==> config.mk <==
export PLATFORM = sky130hd
export DESIGN_NAME = uirq_ident
export DESIGN_NICKNAME = d
export VERILOG_FILES = /design/src/rtl/uirq_pkg.sv /design/src/rtl/uirq_sticky.sv /design/src/rtl/uirq_thre.sv /design/src/rtl/uirq_prio.sv /design/src/rtl/uirq_ident.sv
export SDC_FILE = /design/constraint.sdc
export NUM_CORES = 1
export LEC_CHECK = 0
export BUFFER_PORTS_ARGS = -buffer_cell sky130_fd_sc_hd__buf_4
export CORE_MARGIN = 2
export CORE_UTILIZATION = 23
export CTS_CLUSTER_SIZE = 16
export DETAILED_ROUTE_END_ITERATION = 16
export HOLD_SLACK_MARGIN = 0.05
export PLACE_DENSITY = 0.56
export SETUP_SLACK_MARGIN = 0.3
export SLEW_MARGIN = 20
export SYNTH_ARGS = -nofsm -noshare
export SYNTH_HDL_FRONTEND = slang
export SYNTH_SLANG_ARGS = --single-unit
==> constraint.sdc <==
create_clock -name clk -period 1.7 [get_ports clk]
set_clock_uncertainty 0.1 [all_clocks]
set_input_delay 0.255 -clock clk [delete_from_list [all_inputs] [get_ports clk]]
set_output_delay 0.255 -clock clk [all_outputs]
set_load 0.02 [all_outputs]
==> src/rtl/uirq_pkg.sv <==
package uirq_pkg;
  localparam int ID_W  = 4;
  localparam int EN_W  = 4;
  localparam int REG_W = 8;

  typedef enum logic [ID_W-1:0] {
    ID_MODEM = 4'b0000,
    ID_NONE  = 4'b0001,
    ID_THRE  = 4'b0010,
    ID_RXDA  = 4'b0100,
    ID_LINE  = 4'b0110,
    ID_TOUT  = 4'b1100
  } id_code_e;

  // enable bit order is fixed by the host view: bit3..bit0
  typedef struct packed {
    logic modem;
    logic line;
    logic thre;
    logic rx;
  } en_t;

  typedef struct packed {
    logic modem;
    logic line;
    logic tout;
    logic thre;
    logic rx;
  } pend_t;
endpackage

==> src/rtl/uirq_sticky.sv <==
module uirq_sticky #(
  parameter int N = 3
) (
  input  logic         clk,
  input  logic         rst,
  input  logic [N-1:0] set,
  input  logic [N-1:0] clr,
  output logic [N-1:0] q
);
  for (genvar i = 0; i < N; i++) begin : g_bit
    always_ff @(posedge clk) begin
      if (rst) q[i] <= 1'b0;
      else     q[i] <= set[i] | (q[i] & ~clr[i]);
    end
  end
endmodule

==> src/rtl/uirq_thre.sv <==
module uirq_thre (
  input  logic clk,
  input  logic rst,
  input  logic tx_empty,
  input  logic arm,
  input  logic clr,
  output logic pend
);
  logic empty_q;
  logic rise;

  assign rise = tx_empty & ~empty_q;

  always_ff @(posedge clk) begin
    if (rst) begin
      empty_q <= 1'b1;
      pend    <= 1'b0;
    end else begin
      empty_q <= tx_empty;
      pend    <= rise | arm | (pend & ~clr);
    end
  end
endmodule

==> src/rtl/uirq_prio.sv <==
module uirq_prio
  import uirq_pkg::*;
(
  input  pend_t    pend,
  input  en_t      en,
  input  logic     fifo_mode,
  output id_code_e code,
  output logic     irq
);
  always_comb begin
    if      (pend.line  & en.line)              code = ID_LINE;
    else if (pend.rx    & en.rx)                code = ID_RXDA;
    else if (pend.tout  & en.rx & fifo_mode)    code = ID_TOUT;
    else if (pend.thre  & en.thre)              code = ID_THRE;
    else if (pend.modem & en.modem)             code = ID_MODEM;
    else                                        code = ID_NONE;
  end

  assign irq = (pend.line & en.line) | (pend.rx & en.rx) |
               (pend.tout & en.rx & fifo_mode) | (pend.thre & en.thre) |
               (pend.modem & en.modem);
endmodule

==> src/rtl/uirq_ident.sv <==
module uirq_ident
  import uirq_pkg::*;
(
  input  logic             clk,
  input  logic             rst,
  input  logic             fifo_mode,
  input  logic             en_wr,
  input  logic [REG_W-1:0] en_wdata,
  output logic [REG_W-1:0] en_rdata,
  input  logic             id_rd,
  output logic [ID_W-1:0]  id_rdata,
  output logic [ID_W-1:0]  id_now,
  output logic             irq,
  input  logic             line_err,
  input  logic             rx_avail,
  input  logic             char_timeout,
  input  logic             tx_empty,
  input  logic             modem_chg,
  input  logic             lsr_rd,
  input  logic             msr_rd,
  input  logic             rbr_rd,
  input  logic             thr_wr
);
  localparam int NSTICKY = 3;

  logic [EN_W-1:0]    en_q;
  en_t                en;
  logic [NSTICKY-1:0] st_set, st_clr, st_q;
  logic               thre_pend, thre_arm, thre_clr;
  pend_t              pend;
  id_code_e           code;
  logic [ID_W-1:0]    snap_q;

  always_ff @(posedge clk) begin
    if (rst)        en_q <= '0;
    else if (en_wr) en_q <= en_wdata[EN_W-1:0];
  end

  assign en       = en_t'(en_q);
  assign en_rdata = {{(REG_W-EN_W){1'b0}}, en_q};

  // sticky sources: [0] line, [1] time-out, [2] modem
  assign st_set = {modem_chg, char_timeout, line_err};
  assign st_clr = {msr_rd,    rbr_rd,       lsr_rd};

  uirq_sticky #(.N(NSTICKY)) u_sticky (
    .clk(clk), .rst(rst), .set(st_set), .clr(st_clr), .q(st_q)
  );

  assign thre_arm = en_wr & en_wdata[1] & ~en_q[1] & tx_empty;
  assign thre_clr = thr_wr | (id_rd & (code == ID_THRE));

  uirq_thre u_thre (
    .clk(clk), .rst(rst), .tx_empty(tx_empty),
    .arm(thre_arm), .clr(thre_clr), .pend(thre_pend)
  );

  assign pend.line  = st_q[0];
  assign pend.tout  = st_q[1];
  assign pend.modem = st_q[2];
  assign pend.rx    = rx_avail;
  assign pend.thre  = thre_pend;

  uirq_prio u_prio (
    .pend(pend), .en(en), .fifo_mode(fifo_mode), .code(code), .irq(irq)
  );

  assign id_now = code;

  always_ff @(posedge clk) begin
    if (rst)        snap_q <= ID_NONE;
    else if (id_rd) snap_q <= code;
  end

  assign id_rdata = snap_q;
endmodule

### Yosys cells after proc, flatten, opt, wreduce, memory -nomap -nowiden

Cells that the tools add are included.

| word-level totals | value |
|---|---|
| flip-flop bits (word level) | 13 |
| output and inout port bits | 17 |

| cells by class | value |
|---|---|
| equal/unequal tests | 1 |
| multiplexer cells | 5 |
| bitwise gates (word level) | 31 |

Operators by type and width:

| operator | number |
|---|---|
| 4-bit 2-to-1 mux | 4 |
| 1-bit AND | 15 |
| 1-bit OR | 10 |
| 1-bit NOT | 6 |
| 4-bit by 2-bit equality test with 1-bit output (second input constant) | 1 |
| 1-bit 2-to-1 mux | 1 |

### Longest topological paths before layout

Gate-level depths: netlist of run 1.

| logic depth | value |
|---|---|
| word-level depth | 12 |
| gate-level depth with buffers | 5 |
| depth with buffers taken out | 5 |

### By module

A second synthesis of run 1 with hierarchy kept.

| unflattened totals | value |
|---|---|
| cells, all modules | 66 |
| area total of the unflattened synthesis | 608.1 sq um |

Modules (own cells, without submodules):

| module | instances | cells an instance | area each (sq um) | sequential area each (sq um) |
|---|---|---|---|---|
| uirq_ident | 1 | 35 | 357.8 | 160.2 |
| uirq_sticky | 1 | 12 | 105.1 | 60.1 |
| uirq_prio | 1 | 12 | 76.3 | 0.0 |
| uirq_thre | 1 | 7 | 68.8 | 40.0 |

### Worst setup path after synthesis of run 1

Ideal clock, no wire load.

| path | value |
|---|---|
| kind | register to output |
| from | reg en_q[2], in the netlist en[2] |
| to | out irq |
| arrival time | 1214 ps |
| required time | 1345 ps |
| path slack | 131 ps |
| stages on the path, launching flop included | 6 |
| path buffers | 0 |
| path through | dfxtp_1 nand2_1 o21a_4 inv_4 a221oi_4 inv_1 |

| between the ends | value |
|---|---|
| cells in the longest elaborated chain, start to end | 5 |

RTL lines:

| item | line | text |
|---|---|---|
| start, declared | uirq_ident.sv:26 | `logic [EN_W-1:0] en_q;` |
| start signal, assigned | uirq_ident.sv:36 | `else if (en_wr) en_q <= en_wdata[EN_W-1:0];` |
| 1-bit AND | uirq_prio.sv:19 | `assign irq = (pend.line & en.line) \| (pend.rx & en.rx) \|` |
| 1-bit OR (2 in a row) | uirq_prio.sv:19 |  |
| 1-bit OR (2 in a row) | uirq_prio.sv:20 | `(pend.tout & en.rx & fifo_mode) \| (pend.thre & en.thre) \|` |
| end, declared | uirq_ident.sv:13 | `output logic irq,` |

Every way passes these cells.

### Worst setup path after layout of run 1

| path | value |
|---|---|
| from | reg u_sticky.q[1] |
| to | out irq |

| between the ends | value |
|---|---|
| cells in the longest elaborated chain, start to end | 5 |

RTL lines:

| item | line | text |
|---|---|---|
| start, declared | uirq_sticky.sv:8 | `output logic [N-1:0] q` |
| start signal, assigned by index | uirq_sticky.sv:13 | `else q[i] <= set[i] \| (q[i] & ~clr[i]);` |
| 1-bit AND (2 in a row) | uirq_prio.sv:20 |  |
| 1-bit OR | uirq_prio.sv:19 |  |
| 1-bit OR (2 in a row) | uirq_prio.sv:20 |  |

Every way passes these cells.

==> results of run 1 <==
## Yosys cell counts (3+ instances only)
cell type / instances / share of area
sky130_fd_sc_hd__a21oi_1: 4 / 0.034
sky130_fd_sc_hd__buf_4: 4 / 0.051
sky130_fd_sc_hd__clkbuf_1: 3 / 0.019
sky130_fd_sc_hd__dfxtp_1: 13 / 0.44
sky130_fd_sc_hd__inv_1: 5 / 0.032
sky130_fd_sc_hd__mux2i_1: 5 / 0.085
sky130_fd_sc_hd__nand2_1: 3 / 0.019
sky130_fd_sc_hd__nor2_1: 11 / 0.070
## layout make-up
cell class                      count  area (µm²)
Multi-Input combinational cell     41         277
Timing Repair Buffer               36         289
Inverter                            6        25.0
Clock buffer                        4        26.3
Fill cell                         260        1540
Sequential cell                    13         264
Tap cell                           30        37.5
## logic make-up (layout without fill, tap and decap cells)
kind of cell,Yosys count,in the layout,synth area share
DFF,13,13,0.440
and+or+nand+nor,20,20,0.169
muxes,5,5,0.0846
AOI/OAI and AO/OA,12,12,0.188
buffers and inverters,13,46,0.112
other,1,4,0.00634
## power breakdown
| part | total [mW] | internal [mW] | switching (mW) | leakage, nW |
|---|---|---|---|---|
| sequential | 0.338 | 0.323 | 0.0152 | 0.108 |
| clock | 0.193 | 0.0909 | 0.102 | 0.0150 |
| combinational | 0.167 | 0.0882 | 0.0787 | 0.322 |
## what timing repair did
item / CTS / global route
setup buffers: 4 / 2
pin swaps: 2 / 4
gates resized for setup: 5 / 1
endpoints found under the setup margin: 5 / 5
## registers in the layout (all words and copies together) (netlist names)
signal / flops
en: 4
id_rdata: 4
u_sticky.q: 3
u_thre.empty_q: 1
u_thre.pend: 1
## how the worst min path moves through the flow
stage | cells past startpoint | endpoint
2_1_floorplan | 1 | id_rdata[0]
3_3_place_gp | 3 | u_sticky.q[0]
3_5_place_dp | 2 | u_thre.empty_q
4_1_cts | 2 | u_thre.empty_q
5_1_grt | 2 | u_thre.empty_q
6_report | 3 | u_sticky.q[2]
## cells in the final DEF (no fill, tap or decap), drive strengths merged, types with 3 or more instances in the layout
| master | n |
|---|---|
| inv | 6 |
| clkbuf | 4 |
| nor2 | 11 |
| conb | 4 |
| buf | 36 |
| mux2i | 5 |
| a21oi | 5 |
| dfxtp | 13 |
| nand2 | 3 |
## metrics by stage
stage / utilization / TNS, ns / setup slack, ns / area [µm²]
after floorplan: - / 0 / 0.225 / 606
after global routing: 0.374 / -0.244 / -0.126 / 918
after detailed placement: 0.337 / 0 / 0.160 / 827
after CTS: 0.366 / -0.122 / -0.0725 / 900
after global placement: 0.337 / 0 / 0.162 / 827
final: 0.374 / -0.0908 / -0.0562 / 918
## critical path, stage by stage (launching register included)
cell	delay (ns)
sky130_fd_sc_hd__dfxtp_2	0.33
sky130_fd_sc_hd__a21oi_2	0.16
sky130_fd_sc_hd__o21a_4	0.16
sky130_fd_sc_hd__inv_4	0.04
sky130_fd_sc_hd__a221oi_4	0.25
sky130_fd_sc_hd__inv_2	0.06
sky130_fd_sc_hd__buf_6	0.13
## layer usage
layer | up-vias | wire length, µm | track usage
li1 | 276 | - | -
met1 | 237 | 568 | 0.126
met2 | 24 | 675 | 0.167
met3 | 4 | 145 | 0.0328
met4 | 0 | 38 | 0.0750
met5 | - | 0 | 0
==> results.json, run 1 <==
{
  "status": "complete, but fails checks",
  "violations_in_the_final_reports": "negative setup slack",
  "tritoncts": "built",
  "timing.max_cap.violations": 0,
  "synth_sequential_area_ratio": 0.440,
  "dr.pass1.iters": 4,
  "vdd.ir_drop.worst_uv": 388,
  "grt.overflow.total": 0,
  "worstPathMaxFanout": 3,
  "synthesis_stage_register_bit_count": 13,
  "dieHeight_um": 54.7,
  "insertion_delay_ns": 0.28,
  "min_tclk_post_route_ns": 1.76,
  "detailedRoute.firstIterationViolations": 6,
  "hold_path.class": "in2reg",
  "rr_worst_depth": 6,
  "total_number_of_nets_in_the_final_design": 123,
  "io_buffer_count": 30,
  "mean_syn_cell_area_um2": 9.25,
  "dp_cells": 120,
  "minimum_setup_slack_among_reg_to_reg_paths_ns": 0.34,
  "postRouteAntennaNets": 0,
  "rsz_0062_raised_after_global_routing": "yes",
  "antenna_found_initial": 0,
  "initial_util": 0.241,
  "track_usage": 0.108,
  "synth.yosys.warnings": 0,
  "final.setup.worst_slack_ns": -0.0562,
  "boundaryPins": 39,
  "ctsLongestPathBuffers": 2,
  "fmax_mhz": 569,
  "timing.critical_path.required_ns": 1.34,
  "worst_setup_path_start_kind": "register",
  "critPathCapture": "irq",
  "power_uw": 698,
  "drc": 0,
  "clock_tree.root_cell": "sky130_fd_sc_hd__clkbuf_4",
  "placement_rows": 18,
  "timing_worst_setup_path_type": "reg2out",
  "async_reset_ff_frac": 0,
  "synth.lib_cells_used.distinct": 24,
  "grt_pass1_wl_um": 2220,
  "core_area_um2": 2450,
  "num_vias": 541,
  "yosys_most_used_dff": "sky130_fd_sc_hd__dfxtp_1",
  "post_synth_inst_count": 64,
  "hold_buffers": 0,
  "die_area_um2": 2990,
  "hold_start": "modem_chg",
  "power.static_leakage_nw": 0.446,
  "whs_ns": 0.0776,
  "final_min_period_over_clock_period": 1.03,
  "maxSlewViolCount": 0,
  "syn-cell-area_um2": 592,
  "dpl.hpwl_um": 1050,
  "worst_path_arrival_ns": 1.40,
  "proportion_of_layout_cells_with_a_drive_suffix_above_1": 0.500,
  "synth_edf_count": 0,
  "r2r-start": "u_sticky.q[1]",
  "kind_of_end_point_of_the_critical_path": "output port",
  "place_congestion": 0.699,
  "first_global_vias": 486,
  "finish.cell_count_without_fillers": 130,
  "setup.worst_path.start": "u_sticky.q[1]",
  "total_clock_sinks": 13,
  "setup_violations": 2,
  "layout_overhead_on_the_synthesized_area_pct": 55.2,
  "powerDensity_nw_per_um2": 760,
  "antenna_cells": 0,
  "htree_num_levels": 1,
  "cts_bufs_inserted": 3,
  "avgViaCountPerCell": 4.16,
  "avgRoutedWirePerCell_um": 11.0,
  "timing.final.hold_violations": 0,
  "die_extent_in_x_um": 54.7,
  "grt_max_degree": 15,
  "clk_pin_slew_ns": 0.08,
  "r2r-end": "u_thre.pend",
  "wirelength_um": 1430
}
No activity file was read; power rests on OpenSTA's default activity.
==> run 2, diff against run 1 <==
Settings changed: CORE_UTILIZATION 23 to 39, PLACE_DENSITY 0.56 to 0.82.
==> results.json, run 2 (same netlist as run 1, synthesis figures left out) <==
{
  "cts_bufs_inserted": 3,
  "initial_util": 0.402,
  "m1WireLength_um": 614,
  "slowest_delay_ns": 0.33,
  "drc": 0,
  "power.static_leakage_nw": 0.467,
  "rr_worst_depth": 5,
  "antenna_cells": 0,
  "p_sw_uw": 208,
  "place_ws_ns": 0.160,
  "timing_worst_setup_path_type": "reg2out",
  "timing.max_cap.violations": 0,
  "proportion_of_layout_cells_with_a_drive_suffix_above_1": 0.535,
  "kind_of_end_point_of_the_critical_path": "output port",
  "final_min_period_over_clock_period": 1.04,
  "met2_wirelength_um": 677,
  "dr.pass1.iters": 4,
  "layout_overhead_on_the_synthesized_area_pct": 56.4,
  "total_clock_sinks": 13,
  "boundaryPins": 39,
  "r2r-start": "u_sticky.q[1]",
  "wirelength_um": 1470,
  "maxSlewViolCount": 0,
  "layout.core_utilization": 0.629,
  "antenna_found_initial": 0,
  "min_tclk_post_route_ns": 1.77,
  "avgRoutedWirePerCell_um": 12.5,
  "grt_max_degree": 15,
  "clock_tree.root_cell": "sky130_fd_sc_hd__clkbuf_4",
  "power.share.combinational": 0.243,
  "vdd.ir_drop.worst_uv": 524,
  "grt.overflow.total": 0,
  "tritoncts": "built",
  "fmax_mhz": 565,
  "mostFrequentLayoutCells": "32 x sky130_fd_sc_hd__buf_4, 11 x sky130_fd_sc_hd__nor2_1, 10 x sky130_fd_sc_hd__dfxtp_1, 5 x sky130_fd_sc_hd__mux2i_1, 5 x sky130_fd_sc_hd__buf_6",
  "timing.critical_path.required_ns": 1.34,
  "first_global_vias": 528,
  "die_extent_in_x_um": 43.0,
  "min_delay_worst_endpoint": "u_thre.empty_q",
  "io_buffer_count": 30,
  "violations_in_the_final_reports": "negative setup slack",
  "hold_buffers": 0,
  "whs_ns": 0.0643,
  "power.share.sequential": 0.479,
  "worst_path_arrival_ns": 1.41,
  "status": "complete, but fails checks",
  "wl_met3_um": 114,
  "place_congestion": 0.693,
  "track_usage": 0.150,
  "crit_path_top_delay_cell": "sky130_fd_sc_hd__dfxtp_2",
  "num_vias": 581,
  "worst_setup_path_start_kind": "register",
  "clk_pin_slew_ns": 0.08,
  "powerDensity_nw_per_um2": 764,
  "dieHeight_um": 43.0,
  "share_of_total_power_consumed_by_net_switching": 0.294,
  "layout_commonest_cell": "sky130_fd_sc_hd__buf_4",
  "highest-signal-layer": "met4",
  "placement_rows": 14,
  "minimum_setup_slack_among_reg_to_reg_paths_ns": 0.36,
  "timing.critical_path.cells": "nand2_1 -> o21a_4 -> inv_4 -> a221oi_4 -> inv_2 -> buf_6",
  "fin_setup_tns_ns": -0.130,
  "avgViaCountPerCell": 4.97,
  "detailedRoute.firstIterationViolations": 6,
  "r2r-end": "id_rdata[1]",
  "ctsLongestPathBuffers": 2,
  "p_int_uw": 500,
  "hold_path.class": "in2reg",
  "dpl.hpwl_um": 1010,
  "rsz_0062_raised_after_global_routing": "yes",
  "insertion_delay_ns": 0.28,
  "total_number_of_nets_in_the_final_design": 124,
  "core_area_um2": 1470,
  "power_uw": 708,
  "postRouteAntennaNets": 0,
  "timing.final.hold_violations": 0,
  "die_area_um2": 1850,
  "grt_pass1_wl_um": 2080,
  "final.setup.worst_slack_ns": -0.0695,
  "setup_violations": 2,
  "worstPathMaxFanout": 4,
  "clockPowerShare": 0.277,
  "hold_start": "tx_empty",
  "hold_depth": 2,
  "htree_num_levels": 1
}
## run 2: per-layer routing
metal  vias up  GRT usage
met5         -          0
met4         0     0.0909
met3         8     0.0340
met2        31      0.261
met1       263      0.162
li1        279          -
## run 2: per-stage QoR
step / cell area (µm²) / std cells
after detailed placement: 810 / 106
final: 926 / 117
after CTS: 880 / 114
after global placement: 810 / 106
after floorplan: 606 / 67
after global routing: 926 / 117
## run 2: worst max-delay path by stage
stage / startpoint / end / slack [ns]
after floorplan: en[2] / irq / 0.22
after global placement: fifo_mode / id_now[0] / 0.19
after detailed placement: fifo_mode / irq / 0.16
after CTS: u_sticky.q[1] / id_now[0] / -0.06
after global routing: en[2] / irq / -0.12
final: en[2] / irq / -0.07
## run 2: final cells by class
| class | instances | area, µm² |
|---|---|---|
| fillers | 126 | 546 |
| repair buffers | 37 | 297 |
| multi-input cells | 41 | 293 |
| flip-flops and latches | 13 | 264 |
| inverters | 6 | 25.0 |
| clock buffers | 3 | 22.5 |
| well taps | 16 | 20.0 |
| clock inverters | 1 | 5.00 |
## run 2: worst max-delay path, delay by kind of cell (launching register included)
family | cells | cell delay (ns)
flip-flops | 1 | 0.33
buffers and inverters | 3 | 0.24
AND/OR/NAND/NOR | 1 | 0.15
AO/OA/AOI/OAI | 2 | 0.40
## run 2: what timing repair did
action | in CTS | in global routing
endpoints found under the setup margin | 5 | 5
pin swaps | 3 | 5
gates resized for setup | 4 | 6
setup buffers | 4 | 3
## run 2: power by group through the flow
stage               clock, mW  sequential, mW  combinational (mW)
finish                  0.196           0.339               0.172
floorplan                   0           0.355              0.0758
global route            0.207           0.341               0.184
global placement            0           0.344               0.143
detailed placement          0           0.345               0.147
CTS                     0.195           0.338               0.160
